==> config.mk <==
export PLATFORM = sky130hd
export DESIGN_NAME = spr_fg_render
export DESIGN_NICKNAME = d
export VERILOG_FILES = /design/src/rtl/spr_fg_pkg.sv /design/src/rtl/spr_cache_fill.sv /design/src/rtl/spr_tile_cache.sv /design/src/rtl/spr_hit_stage.sv /design/src/rtl/spr_fg_render.sv
export SDC_FILE = /design/constraint.sdc
export NUM_CORES = 1
export LEC_CHECK = 0
export CAP_MARGIN = 0
export CORE_UTILIZATION = 30
export DETAILED_ROUTE_END_ITERATION = 8
export SLEW_MARGIN = 20
export SYNTH_ARGS = -nofsm -noshare
export SYNTH_HDL_FRONTEND = slang
export SYNTH_SLANG_ARGS = --single-unit
==> constraint.sdc <==
create_clock -name clk -period 2.85 [get_ports clk]
set_clock_uncertainty 0.2 [all_clocks]
set_input_delay 0.4275 -clock clk [delete_from_list [all_inputs] [get_ports clk]]
set_output_delay 0.4275 -clock clk [all_outputs]
set_load 0.02 [all_outputs]
==> src/rtl/spr_fg_pkg.sv <==
// Package: spr_fg_pkg
// Shared types for the foreground sprite renderer.
// Assumes: nothing beyond IEEE 1800-2017.
package spr_fg_pkg;

    // Refill sequencer states
    typedef enum logic [1:0] {
        FILL_IDLE = 2'd0,   // waiting for a blanking period
        FILL_ATTR = 2'd1,   // fetching the attribute word
        FILL_PIX  = 2'd2,   // fetching tile pixels
        FILL_DONE = 2'd3    // finished for this blanking period
    } fill_state_e;

endpackage

==> src/rtl/spr_cache_fill.sv <==
// Module: spr_cache_fill
// Copies the sprite attribute word and all tile pixels from shared RAM into
// the private cache, but only while vblank is high. The attribute is held in
// a staging register and moved to the live register only after the last pixel.
// Assumes: mem_rdata is valid in the cycle mem_ack is high, and mem_ack is
// only considered while mem_req is high.
module spr_cache_fill
    import spr_fg_pkg::*;
#(
    parameter int X_W       = 9,
    parameter int Y_W       = 8,
    parameter int TILE_W    = 10,
    parameter int SIDE_LOG2 = 4,
    parameter int CIDX_W    = 4,
    parameter int ADDR_W    = 20,
    parameter int DATA_W    = 32,
    parameter int ATTR_ADDR = 'h10,
    parameter int TILE_BASE = 'h40000
) (
    input  logic                    clk,
    input  logic                    rst_n,
    input  logic                    vblank,
    output logic                    mem_req,
    output logic [ADDR_W-1:0]       mem_addr,
    input  logic                    mem_ack,
    input  logic [DATA_W-1:0]       mem_rdata,
    output logic                    wr_en,
    output logic [2*SIDE_LOG2-1:0]  wr_idx,
    output logic [CIDX_W-1:0]       wr_cidx,
    output logic [X_W-1:0]          live_x,
    output logic [Y_W-1:0]          live_y,
    output logic                    live_ok
);
    localparam int PIX_AW = 2 * SIDE_LOG2;
    localparam int ATTR_W = X_W + Y_W + TILE_W;
    localparam logic [PIX_AW-1:0] PIX_LAST = '1;

    fill_state_e        state;
    logic [PIX_AW-1:0]  cnt;
    logic [X_W-1:0]     stg_x;
    logic [Y_W-1:0]     stg_y;
    logic [TILE_W-1:0]  stg_tile;
    logic               xfer;

    // Attribute bits above the three fields carry nothing for this block
    generate
        if (DATA_W > ATTR_W) begin : g_spare
            logic unused_spare;
            assign unused_spare = ^mem_rdata[DATA_W-1:ATTR_W];
        end
    endgenerate

    // Request only in the fetch states and only during blanking
    always_comb mem_req = vblank && (state == FILL_ATTR || state == FILL_PIX);

    // A word moves when request and acknowledge meet
    always_comb xfer = mem_req && mem_ack;

    // Address of the word currently wanted
    always_comb begin
        if (state == FILL_PIX)
            mem_addr = ADDR_W'(TILE_BASE) + (ADDR_W'(stg_tile) << PIX_AW) + ADDR_W'(cnt);
        else
            mem_addr = ADDR_W'(ATTR_ADDR);
    end

    // Write port into the tile pixel cache
    always_comb begin
        wr_en   = xfer && (state == FILL_PIX);
        wr_idx  = cnt;
        wr_cidx = mem_rdata[CIDX_W-1:0];
    end

    // Refill sequencer with staged and live attribute registers
    always_ff @(posedge clk) begin
        if (!rst_n) begin
            state    <= FILL_IDLE;
            cnt      <= '0;
            stg_x    <= '0;
            stg_y    <= '0;
            stg_tile <= '0;
            live_x   <= '0;
            live_y   <= '0;
            live_ok  <= 1'b0;
        end else begin
            case (state)
                FILL_IDLE: begin
                    if (vblank) state <= FILL_ATTR;
                end
                FILL_ATTR: begin
                    if (xfer) begin
                        stg_x    <= mem_rdata[X_W-1:0];
                        stg_y    <= mem_rdata[X_W+Y_W-1:X_W];
                        stg_tile <= mem_rdata[ATTR_W-1:X_W+Y_W];
                        cnt      <= '0;
                        state    <= FILL_PIX;
                    end
                end
                FILL_PIX: begin
                    if (xfer) begin
                        if (cnt == PIX_LAST) begin
                            live_x  <= stg_x;
                            live_y  <= stg_y;
                            live_ok <= 1'b1;
                            state   <= FILL_DONE;
                        end else begin
                            cnt <= cnt + 1'b1;
                        end
                    end
                end
                FILL_DONE: begin
                    if (!vblank) state <= FILL_IDLE;
                end
                default: state <= FILL_IDLE;
            endcase
        end
    end

endmodule

==> src/rtl/spr_tile_cache.sv <==
// Module: spr_tile_cache
// Private tile pixel store, with one write port and one registered read port.
// Assumes: a read and a write to the same entry in one cycle return the old
// value; the contents are not reset (the consumer gates the output).
module spr_tile_cache #(
    parameter int AW = 8,
    parameter int DW = 4
) (
    input  logic          clk,
    input  logic          we,
    input  logic [AW-1:0] waddr,
    input  logic [DW-1:0] wdata,
    input  logic [AW-1:0] raddr,
    output logic [DW-1:0] rdata
);
    localparam int DEPTH = 1 << AW;

    logic [DW-1:0] mem [DEPTH];

    // Store refill data and return the addressed entry one cycle later
    always_ff @(posedge clk) begin
        if (we) mem[waddr] <= wdata;
        rdata <= mem[raddr];
    end

endmodule

==> src/rtl/spr_hit_stage.sv <==
// Module: spr_hit_stage
// First pipeline stage: decides whether the live sprite covers the incoming
// coordinate and forms the pixel number inside the tile (row-major).
// Assumes: x+SIDE and y+SIDE are computed one bit wider, so the rectangle
// never wraps around the screen edge.
module spr_hit_stage #(
    parameter int X_W       = 9,
    parameter int Y_W       = 8,
    parameter int SIDE_LOG2 = 4
) (
    input  logic                    clk,
    input  logic                    rst_n,
    input  logic                    coord_vld,
    input  logic [X_W-1:0]          px,
    input  logic [Y_W-1:0]          py,
    input  logic [X_W-1:0]          live_x,
    input  logic [Y_W-1:0]          live_y,
    input  logic                    live_ok,
    output logic                    s1_hit,
    output logic [2*SIDE_LOG2-1:0]  s1_idx
);
    localparam int SIDE = 1 << SIDE_LOG2;

    logic [X_W:0]          x_end;
    logic [Y_W:0]          y_end;
    logic                  in_x;
    logic                  in_y;
    logic [SIDE_LOG2-1:0]  dx;
    logic [SIDE_LOG2-1:0]  dy;

    // Rectangle test and offset inside the sprite
    always_comb begin
        x_end = {1'b0, live_x} + (X_W+1)'(SIDE);
        y_end = {1'b0, live_y} + (Y_W+1)'(SIDE);
        in_x  = (px >= live_x) && ({1'b0, px} < x_end);
        in_y  = (py >= live_y) && ({1'b0, py} < y_end);
        dx    = SIDE_LOG2'(px - live_x);
        dy    = SIDE_LOG2'(py - live_y);
    end

    // Register the hit flag and the pixel number for the read stage
    always_ff @(posedge clk) begin
        if (!rst_n) begin
            s1_hit <= 1'b0;
            s1_idx <= '0;
        end else begin
            s1_hit <= coord_vld && live_ok && in_x && in_y;
            s1_idx <= {dy, dx};
        end
    end

endmodule

==> src/rtl/spr_fg_render.sv <==
// Module: spr_fg_render
// One foreground sprite render unit. It takes a screen coordinate and, three
// cycles later, returns a hit flag and the palette index of the sprite pixel
// at that coordinate. Its private cache is refilled from shared RAM during
// vertical blanking.
// Assumes: the shared RAM port obeys request/acknowledge with data valid
// together with the acknowledge; coordinates arrive at most one per cycle.
module spr_fg_render #(
    parameter int X_W       = 9,
    parameter int Y_W       = 8,
    parameter int TILE_W    = 10,
    parameter int SIDE_LOG2 = 4,
    parameter int CIDX_W    = 4,
    parameter int ADDR_W    = 20,
    parameter int DATA_W    = 32,
    parameter int ATTR_ADDR = 'h10,
    parameter int TILE_BASE = 'h40000
) (
    input  logic              clk,
    input  logic              rst_n,
    input  logic              vblank,
    input  logic              coord_vld,
    input  logic [X_W-1:0]    px,
    input  logic [Y_W-1:0]    py,
    output logic              mem_req,
    output logic [ADDR_W-1:0] mem_addr,
    input  logic              mem_ack,
    input  logic [DATA_W-1:0] mem_rdata,
    output logic              spr_hit,
    output logic [CIDX_W-1:0] spr_cidx
);
    localparam int PIX_AW = 2 * SIDE_LOG2;

    logic               wr_en;
    logic [PIX_AW-1:0]  wr_idx;
    logic [CIDX_W-1:0]  wr_cidx;
    logic [X_W-1:0]     live_x;
    logic [Y_W-1:0]     live_y;
    logic               live_ok;
    logic               s1_hit;
    logic [PIX_AW-1:0]  s1_idx;
    logic               s2_hit;
    logic [CIDX_W-1:0]  rd_cidx;

    spr_cache_fill #(
        .X_W(X_W), .Y_W(Y_W), .TILE_W(TILE_W), .SIDE_LOG2(SIDE_LOG2),
        .CIDX_W(CIDX_W), .ADDR_W(ADDR_W), .DATA_W(DATA_W),
        .ATTR_ADDR(ATTR_ADDR), .TILE_BASE(TILE_BASE)
    ) u_fill (
        .clk(clk), .rst_n(rst_n), .vblank(vblank),
        .mem_req(mem_req), .mem_addr(mem_addr),
        .mem_ack(mem_ack), .mem_rdata(mem_rdata),
        .wr_en(wr_en), .wr_idx(wr_idx), .wr_cidx(wr_cidx),
        .live_x(live_x), .live_y(live_y), .live_ok(live_ok)
    );

    spr_hit_stage #(
        .X_W(X_W), .Y_W(Y_W), .SIDE_LOG2(SIDE_LOG2)
    ) u_hit (
        .clk(clk), .rst_n(rst_n), .coord_vld(coord_vld),
        .px(px), .py(py),
        .live_x(live_x), .live_y(live_y), .live_ok(live_ok),
        .s1_hit(s1_hit), .s1_idx(s1_idx)
    );

    spr_tile_cache #(
        .AW(PIX_AW), .DW(CIDX_W)
    ) u_cache (
        .clk(clk), .we(wr_en), .waddr(wr_idx), .wdata(wr_cidx),
        .raddr(s1_idx), .rdata(rd_cidx)
    );

    // Second stage: carry the hit flag alongside the cache read
    always_ff @(posedge clk) begin
        if (!rst_n) s2_hit <= 1'b0;
        else        s2_hit <= s1_hit;
    end

    // Third stage: output register, colour forced to zero on a miss
    always_ff @(posedge clk) begin
        if (!rst_n) begin
            spr_hit  <= 1'b0;
            spr_cidx <= '0;
        end else begin
            spr_hit  <= s2_hit;
            spr_cidx <= s2_hit ? rd_cidx : '0;
        end
    end

endmodule

==> results by group <==
STA
  • Max Slew Vio Count: 0
  • Setup violations, final: 1
  • Final worst setup slack: -0.00437 ns
  • Final Cycle Share: 100%
  • Worst Tran Pin Value: 0.880 ns
  • Minimum clock period: 2.85 ns
  • Unrepaired setup endpoints after global routing: true
  • Fmax: 0.350 GHz
  • Final Hold Viols: 0
  • Worst slew margin: between 40 and 50%
  • Final hold slack: 0.0782 ns

Clock tree
  • Worst-case clock buffer depth: 3
  • H-tree depth: 3
  • TritonCTS clock tree: done
  • Worst skew pair latency: roughly 0.70 ns
  • Clock Tree Root: clkbuf_16
  • Reg clk slew, reported paths: 0.07 ns
  • Hold-fix buffers at CTS: 0
  • Total CTS buffers: 108
  • CTS sink count: 1098

Worst setup path
  • Crit path max-delay cell type: mux4_2
  • Worst Path Buf+Inv: 4
  • CP max FO: 7
  • Crit path DAT: 3.21 ns
  • CP Launch Type: flip-flop
  • CP delay by family, top: multiplexers
  • Crit-path cells: buf_12, buf_16, buf_12, mux4_2, mux2_4, o21bai_1, a21oi_2, o32ai_2, buf_4, o211ai_1
  • Max incr delay on CP: 0.50 ns
  • Critical path type: flip-flop to flip-flop
  • Most frequent CP cell: buf_12
  • CP Capture Type: flip-flop
  • Critical Path RT: 3.21 ns

Finish
  • Layout cells sized above 1: 25.7%
  • Diode count: 0
  • Post-route cell area: 53500 µm²
  • FILL cells: 13488
  • Area grow syn2layout: 21.4%
  • Post-Route Utilization: 36.7%
  • Fin nets: approximately 2900

Pwr
  • Maximum VDD drop: 0.465 mV
  • Pleak: 16.9 nW
  • Sw Share: between 20 and 25%
  • Int Power: 26.9 mW
  • Clock share of power: 42.0%
  • PD cells: about 640 nW/µm²
  • Gate power share: 6.3%
  • Power, Total: 34.2 mW
  • Net Sw Power: 7.35 mW
  • Part of the power in registers: 51.8%

Status
  • Failing checks: negative setup slack
  • Outcome: finished, violations left

Route
  • Drt wl/cell: 21.7 µm
  • Metal-1 WL: 44.6 mm
  • Uppermost layer routed: met4
  • Overall via count from detail_route: 23264
  • # DRC: 0
  • Routed wl met3: 7.19 mm
  • Drt pass-1 iters: 5
  • Routed WL: 105 mm
  • Via density: 4.82
  • DRC marker count from the first detailed-route iteration: approximately 1900
  • Met2 wire length: 50.5 mm
  • Post-route ant nets: 0

Floorplanning
  • Core area: 146000 µm²
  • I/O Pins: 80
  • Die W: between 300 and 400 µm
  • Site row count: 140
  • Initial Util: 30.2%
  • Die area: ~150000 µm²
  • Die Y: 385 µm

Place
  • Number of port buffers: 73
  • Placer Congestion: 0.812
  • Placed cell area: 49000 µm²
  • HPWL after DPL: 66.1 mm

Synth
  • Syn Std Cell Area: 44100 µm²
  • Ys async rst share: 0%
  • Synth Area per Inst: 17.7 µm²
  • Number of synthesized register bits: 1098
  • Top area cells in the synthesized netlist: edfxtp_1 70%, mux4_2 11%, dfxtp_1 3.4%, mux2i_1 2.7%, nor2_1 2.5%
  • Yosys top cell area share: 69.8%
  • Post-synth EDFFs: between 1000 and 1500
  • Synth cell types: 52
  • Ys Warns: 0
  • Largest area contributor in the netlist: edfxtp_1
  • Primary FF master, synth: edfxtp_1
  • Register area share after synthesis: roughly three quarters
  • Gate count after technology mapping: 2489
  • Syn_nets: 2581

Global routing
  • First-pass GRT wire length: 155 mm
  • Vias in the first global route: 23913
  • GRT Total Usage: 14.0%
  • Pin count of the biggest net entering global routing: roughly 100
  • GR Overflow Total: 0
  • Initial antenna violation count: 2

Run
  • Max-cap violations: 0

Min path
  • Worst min path class: input pin to flip-flop
per-layer routing:
layer  up-vias  track usage (%)
li1      10463                -
met2       755             22.9
met1     11901             18.9
met3       145             2.57
met5         -                0
met4         0             4.57
layout by cell type, fill, tap and decap left out, drive strengths merged, types with 9 or more instances in the layout:
cell           count
nor2b             37
and2              28
a22oi             47
a31oi             12
ha                36
nor3              15
clkinv            46
mux2              16
nand3             33
and3              11
mux4             223
bufinv            13
nor2             298
a21boi            10
clkbuf           138
inv               42
o21ai             42
dlygate4sd2       19
nand2            119
a221oi             9
clkdlybuf4s50     50
mux2i            121
a21oi             56
buf              292
dfxtp             74
edfxtp          1024
logic make-up (layout without fill, tap and decap cells):
group	after synthesis	after routing	share of synthesized area, %
fa+ha+maj	38	38	1.11
xor+xnor	13	13	0.258
simple gates	569	569	5.60
flops	1098	1098	73.2
compound gates	229	229	3.43
mux	360	360	14.6
other cells	1	1	0.00851
buf+inv	181	606	1.86
stage by stage:
stage / std cells / setup TNS [ns] / setup slack (ns)
floorplan: 2489 / 0 / 0.404
global placement: 4589 / -0.610 / -0.164
detailed placement: 4589 / -0.544 / -0.156
CTS: 4805 / -0.0969 / -0.0572
global route: 4831 / -0.208 / -0.0587
finish: 4831 / -0.00437 / -0.00437
power by group through the flow:
stage	combinational [mW]	sequential (mW)	clock [mW]
3_3_place_gp	1.98	18.0	0
3_5_place_dp	1.99	18.0	0
2_1_floorplan	1.05	18.0	0
6_report	2.15	17.7	14.4
4_1_cts	2.10	17.7	14.6
5_1_grt	2.31	17.7	15.2
layout make-up:
type,instances,area (µm²),area share [%]
clock inverter,70,772,1.44
tap,1917,2400,4.48
timing repair buffer,367,3790,7.09
multi-input combinational,1210,11300,21.2
clock buffer,132,2810,5.26
inverter,37,139,0.260
sequential,1098,32200,60.3
path summary, 6_finish.rpt:
| path | slack [ns] | depth (start not counted) | end | start |
|---|---|---|---|---|
| setup / recovery | -0.004 | 10 | u_cache.rdata[1] | u_hit.s1_idx[0] |
| hold / removal | 0.08 | 3 | u_fill.stg_y[2] | mem_rdata[11] |
| setup reg to reg | -0.004 | 10 | u_cache.rdata[1] | u_hit.s1_idx[0] |
| hold reg to reg | 0.26 | 2 | u_fill.stg_x[8] | u_fill.stg_x[8] |
Yosys cell counts, types with 7 or more instances:
master    instances
ha_1             36
and3_1           11
edfxtp_1       1024
a22oi_1          47
buf_1            10
buf_2            43
buf_4            11
nor3_1           15
a22o_1            7
inv_1            37
and2_1           28
nor2_1          298
nand4_1           8
xnor2_1           7
mux2_2           16
nand2_1         119
a21oi_1          56
a31oi_1          12
a221oi_1          8
a21boi_0         10
mux4_2          223
o21ai_0          36
clkbuf_1         74
nor2b_1          37
dfxtp_1          74
nand3_1          33
mux2i_1         121
worst reg2reg max path: stages (launching register included):
cell and delay [ns]:
dfxtp_4 0.45, buf_12 0.15, buf_16 0.17, buf_12 0.16, mux4_2 0.50, mux2_4 0.30, o21bai_1 0.19, a21oi_2 0.07
o32ai_2 0.26, buf_4 0.18, o211ai_1 0.09
flip-flops by register name (all words and copies together) (netlist names):
name	cells
s2_hit	1
spr_cidx	4
spr_hit	1
u_cache.mem	1024
u_cache.rdata	4
u_fill.live_ok	1
u_fill.live_x	9
u_fill.live_y	8
u_fill.state	2
u_fill.stg_tile	10
u_fill.stg_x	9
u_fill.stg_y	8
u_fill.wr_idx	8
u_hit.s1_hit	1
u_hit.s1_idx	8
timing repair:
action                     in CTS  in global routing
setup endpoints to repair      24                  5
buffers inserted               12                 24
gates resized for setup        78                 30
gates cloned                    2                  2
pin swaps                       9                  6
Note: power is estimated with default switching activity, not from simulation.
